`src/rtl/pmu_ovf_pkg.sv`:
```
package pmu_ovf_pkg;
    localparam int unsigned OVF_DATA_W  = 32;
    localparam int unsigned OVF_NUM_EVT = 4;
    localparam int unsigned OVF_CYC_POS = 31;

    typedef enum logic [1:0] {
        ACC_NONE  = 2'b00,
        ACC_GRANT = 2'b01,
        ACC_DENY  = 2'b10
    } acc_kind_e;
endpackage

```
`src/rtl/pmu_ovf_access.sv`:
```
module pmu_ovf_access
    import pmu_ovf_pkg::*;
(
    input  logic      rd_en,
    input  logic      wr_en,
    input  logic      priv,
    input  logic      usr_en,
    output logic      rd_grant,
    output logic      wr_grant,
    output acc_kind_e kind
);
    logic allowed;

    always_comb begin
        allowed  = priv | usr_en;
        rd_grant = rd_en & allowed;
        wr_grant = wr_en & allowed;
        if (!(rd_en | wr_en)) begin
            kind = ACC_NONE;
        end else if (allowed) begin
            kind = ACC_GRANT;
        end else begin
            kind = ACC_DENY;
        end
    end
endmodule

```
`src/rtl/pmu_ovf_map.sv`:
```
module pmu_ovf_map #(
    parameter int unsigned DATA_W  = 32,
    parameter int unsigned NUM_EVT = 4,
    parameter int unsigned CYC_POS = 31,
    localparam int unsigned NUM_FLAGS = NUM_EVT + 1
) (
    input  logic [NUM_FLAGS-1:0] flags,
    input  logic [DATA_W-1:0]    word_in,
    output logic [DATA_W-1:0]    word_out,
    output logic [NUM_FLAGS-1:0] mask_out
);
    localparam int unsigned RSV_LO = NUM_EVT;
    localparam int unsigned RSV_HI = CYC_POS - 1;

    logic unused_rsvd;

    for (genvar b = 0; b < int'(DATA_W); b++) begin : g_word
        if (b < int'(NUM_EVT)) begin : g_evt
            assign word_out[b] = flags[b];
            assign mask_out[b] = word_in[b];
        end else if (b == int'(CYC_POS)) begin : g_cyc
            assign word_out[b]       = flags[NUM_EVT];
            assign mask_out[NUM_EVT] = word_in[b];
        end else begin : g_rsv
            assign word_out[b] = 1'b0;
        end
    end

    assign unused_rsvd = ^word_in[RSV_HI:RSV_LO];
endmodule

```
`src/rtl/pmu_ovf_flagnext.sv`:
```
module pmu_ovf_flagnext #(
    parameter int unsigned NUM_FLAGS = 5
) (
    input  logic [NUM_FLAGS-1:0] flags_q,
    input  logic [NUM_FLAGS-1:0] set_pulse,
    input  logic [NUM_FLAGS-1:0] clr_mask,
    input  logic                 clr_en,
    output logic [NUM_FLAGS-1:0] flags_d
);
    for (genvar i = 0; i < int'(NUM_FLAGS); i++) begin : g_flag
        logic kill;
        assign kill       = clr_en & clr_mask[i];
        assign flags_d[i] = set_pulse[i] | (flags_q[i] & ~kill);
    end
endmodule

```
`src/rtl/pmu_ovf_status.sv`:
```
module pmu_ovf_status
    import pmu_ovf_pkg::*;
#(
    parameter int unsigned DATA_W  = OVF_DATA_W,
    parameter int unsigned NUM_EVT = OVF_NUM_EVT,
    parameter int unsigned CYC_POS = OVF_CYC_POS
) (
    input  logic               clk,
    input  logic               rst_n,
    input  logic [NUM_EVT-1:0] ovf_evt_i,
    input  logic               ovf_cyc_i,
    input  logic               rd_en_i,
    input  logic               wr_en_i,
    input  logic [DATA_W-1:0]  wdata_i,
    input  logic               priv_i,
    input  logic               usr_en_i,
    output logic [DATA_W-1:0]  rdata_o,
    output logic               err_o
);
    localparam int unsigned NUM_FLAGS = NUM_EVT + 1;

    typedef struct packed {
        logic [NUM_FLAGS-1:0] flags;
        logic [DATA_W-1:0]    rdata;
        logic                 err;
    } state_t;

    state_t state_d, state_q;

    logic                 rd_grant, wr_grant;
    acc_kind_e            kind;
    logic [DATA_W-1:0]    flag_word;
    logic [NUM_FLAGS-1:0] clr_mask;
    logic [NUM_FLAGS-1:0] set_pulse;
    logic [NUM_FLAGS-1:0] flags_nx;

    assign set_pulse = {ovf_cyc_i, ovf_evt_i};

    pmu_ovf_access u_access (
        .rd_en    (rd_en_i),
        .wr_en    (wr_en_i),
        .priv     (priv_i),
        .usr_en   (usr_en_i),
        .rd_grant (rd_grant),
        .wr_grant (wr_grant),
        .kind     (kind)
    );

    pmu_ovf_map #(
        .DATA_W  (DATA_W),
        .NUM_EVT (NUM_EVT),
        .CYC_POS (CYC_POS)
    ) u_map (
        .flags    (state_q.flags),
        .word_in  (wdata_i),
        .word_out (flag_word),
        .mask_out (clr_mask)
    );

    pmu_ovf_flagnext #(
        .NUM_FLAGS (NUM_FLAGS)
    ) u_next (
        .flags_q   (state_q.flags),
        .set_pulse (set_pulse),
        .clr_mask  (clr_mask),
        .clr_en    (wr_grant),
        .flags_d   (flags_nx)
    );

    always_comb begin
        state_d       = state_q;
        state_d.flags = flags_nx;
        state_d.rdata = rd_grant ? flag_word : '0;
        state_d.err   = (kind == ACC_DENY);
    end

    always_ff @(posedge clk) begin
        if (!rst_n) begin
            state_q <= '0;
        end else begin
            state_q <= state_d;
        end
    end

    assign rdata_o = state_q.rdata;
    assign err_o   = state_q.err;
endmodule

```
`config.mk`:
```
export PLATFORM = sky130hd
export DESIGN_NAME = pmu_ovf_status
export DESIGN_NICKNAME = d
export VERILOG_FILES = /design/src/rtl/pmu_ovf_pkg.sv /design/src/rtl/pmu_ovf_access.sv /design/src/rtl/pmu_ovf_map.sv /design/src/rtl/pmu_ovf_flagnext.sv /design/src/rtl/pmu_ovf_status.sv
export SDC_FILE = /design/constraint.sdc
export NUM_CORES = 1
export LEC_CHECK = 0
export BUFFER_PORTS_ARGS = -buffer_cell sky130_fd_sc_hd__buf_2
export CAP_MARGIN = 20
export CORE_MARGIN = 8
export CORE_UTILIZATION = 30
export DETAILED_ROUTE_END_ITERATION = 12
export PLACE_DENSITY = 0.89
export SLEW_MARGIN = 15
export SYNTH_ARGS = -nofsm -noshare
export SYNTH_HDL_FRONTEND = slang
export SYNTH_SLANG_ARGS = --single-unit
```
`constraint.sdc`:
```
create_clock -name clk -period 0.89 [get_ports clk]
set_clock_uncertainty 0.05 [all_clocks]
set_input_delay 0.2225 -clock clk [delete_from_list [all_inputs] [get_ports clk]]
set_output_delay 0.2225 -clock clk [all_outputs]
set_load 0.05 [all_outputs]
```
==> results by group <==
Status
  – Status: finished, violations left
  – Failing checks: setup timing

Clocking
  – CTS tree: built
  – CTS Root Cell: clkbuf_4
  – Hold_buf cts: 0
  – CTS H-tree lvls: 1
  – Total CTS buffers: 3
  – Worst skew pair latency: 0.26 ns
  – Total clock sinks: 11
  – CTS max path bufs: 2
  – Clk slew on worst S/H paths: 0.07 ns

STA
  – Tcrit/Tclk final: 1.138
  – RSZ-0062 raised after global routing: true
  – Final Hold Fails: 0
  – # setup viols final: 6
  – Slew Viols, Final: 0
  – Final min period: around 1.0 ns
  – FMAX: 0.9872 GHz
  – Final worst slack: -0.1229 ns
  – Hold Slack: 0.08384 ns

Setup path
  – Top delay family on crit path: flip-flops
  – CP max stage cell: dfxtp_2
  – Startpoint Class: flip-flop
  – Max FO, Critical Path: 1
  – Critical Path AT: roughly 0.74 ns
  – Crit. End Element: output pin
  – CP Buf/Inv Count: 1
  – CP Data Required Time: 0.62 ns
  – Crit Path Category: flip-flop to output pin
  – Worst path cell trace: buf_8
  – Max incr delay on CP: 0.34 ns

Synth
  – Syn Area/Cell: between 8 and 9 µm²
  – Ys Warns: 0
  – Synth Area in XOR/XNOR: 0
  – Post-Synthesis Cell Area: 563.0 µm²
  – Largest family of logic cells by synthesized area: buffers and inverters
  – Mapped Cells: 63
  – FF+latch count, synth: 11
  – Simple-gate share of the synthesized area: 0.07778
  – Cell variety after synth: 11
  – Synth Area in Adders: 0
  – Post-synthesis mux area share: 0
  – Synth Area in Compound Gates: 0.1311
  – Register area share after synthesis: 0.3911

Die
  – Core area: between 1500 and 2000 µm²
  – Die ar.: 3519 µm²
  – DIE WIDTH: 59.32 µm
  – Starting density of the core: 0.3226
  – Die H: 59.32 µm
  – I/O Pins: 76
  – Std cell rows: 15

Placed design
  – Final RePlAce weighted congestion: between 0.7 and 0.8
  – Input/output buffers: 21
  – Placed cells: 109
  – Pre-CTS WS: -0.03583 ns
  – HPWL after detailed placement: 1.015 mm
  – DP Area: ~600 µm²

Cells and area
  – Final Cell Area: 695.7 µm²
  – Finished Layout Cells: 113
  – Ratio of cells with drive above 1 in the final layout: 0.3523
  – N_diodes: 0
  – Final nets: between 100 and 150
  – Synth-to-Final Area Change: 23.56%

Routing
  – # DRC: 0
  – Via Count: 400
  – Final WL: 1.228 mm
  – Routed len/inst: 10.87 µm
  – Starting DRT DRC Count: 16
  – Pre-antenna DRT Iters: 4
  – Via density: 3.540
  – Antenna viol nets, final: 0

Global routing
  – Initial antenna violation count: 0
  – Vias in the first global route: between 400 and 500
  – Global-route wire length before repair: 1.787 mm
  – Remaining Overflow, GRT: 0
  – Gr usage total: 0.06634
  – Pin count of the biggest net entering global routing: 7

Flow run
  – Max Cap Viol: 0

Pwr
  – Maximum VDD drop: 529.8 µV
  – Power Total: 1.253 mW
  – Leakage: between 0.3 and 0.4 nW
  – Pwr/cell area: 1801 nW/µm²

Hold path
  – HP Class: primary input to flip-flop
metrics by stage:
stage / utilization / setup TNS [ns]
after floorplan: - / 0
after global placement: 0.3448 / -0.09407
after detailed placement: 0.3448 / -0.1530
after CTS: 0.3986 / -0.7625
after global routing: 0.3986 / -0.8296
final: 0.3986 / -0.7127
metal layers:
metal  vias up  wire (µm)  track usage
li1        199          -            -
met1       171        471      0.06005
met2        30        649       0.1202
met3         0        107      0.01952
met4         0          0      0.05119
met5         -          0            0
cells by family (layout without fill, tap and decap cells):
logic type,after synthesis,count (layout)
other,1,27
AOI/OAI and AO/OA,12,12
and+or+nand+nor,7,7
buffers and inverters,32,31
DFF,11,11
state kept, by name, summed over array words and instances, names as in the netlist:
signal / cells
err_o: 1
state_q: 5
rdata_o: 5
synth_stat cells, drive strengths merged:
| cell | number | share of area |
|---|---|---|
| buf | 27 | 0.36 |
| dfxtp | 11 | 0.39 |
| a31oi | 5 | 0.056 |
| and2 | 5 | 0.056 |
| inv | 5 | 0.033 |
| o21ai | 5 | 0.044 |
| conb | 1 | 0.0067 |
| nor2 | 1 | 0.0067 |
| nor4b | 1 | 0.016 |
| o211a | 1 | 0.018 |
| o21a | 1 | 0.013 |
power by group:
part	switching [mW]	leakage, nW	internal (mW)	total [mW]
clock	0.157	0.0150	0.173	0.331
sequential	0.0116	0.0934	0.520	0.531
combinational	0.323	0.265	0.0674	0.390
total	0.492	0.373	0.761	1.25
layout make-up:
cell class / count / area [µm²]
Inverter: 5 / 18.77
Timing Repair Buffer: 22 / 172.7
Sequential cell: 11 / 227.7
Tap cell: 25 / 31.28
Fill cell: 177 / 1050
Multi-Input combinational cell: 46 / 219.0
Clock buffer: 4 / 26.28
path summary, 6_finish.rpt:
check / start / end / slack [ns] / cells after the start
max reg2reg: state_q[34] / state_q[34] / 0.20 / 2
min: wdata_i[1] / state_q[34] / 0.08 / 2
min reg2reg: state_q[37] / rdata_o[31] / 0.40 / 1
max: rdata_o[31] / rdata_o[31] / -0.12 / 1
layout by cell type, fill, tap and decap left out, drive strengths merged:
master	instances
a31oi	5
inv	5
and2	5
buf	22
clkbuf	4
nor4b	1
o21ai	5
nor2	1
conb	27
o21a	1
o211a	1
dfxtp	11
timing repair:
| item | CTS | global route |
|---|---|---|
| resized for setup | 24 | 0 |
| gates cloned | 0 | 0 |
| buffers inserted | 0 | 0 |
| endpoints found under the setup margin | 6 | 6 |
Power figures use the tool's default switching activity.
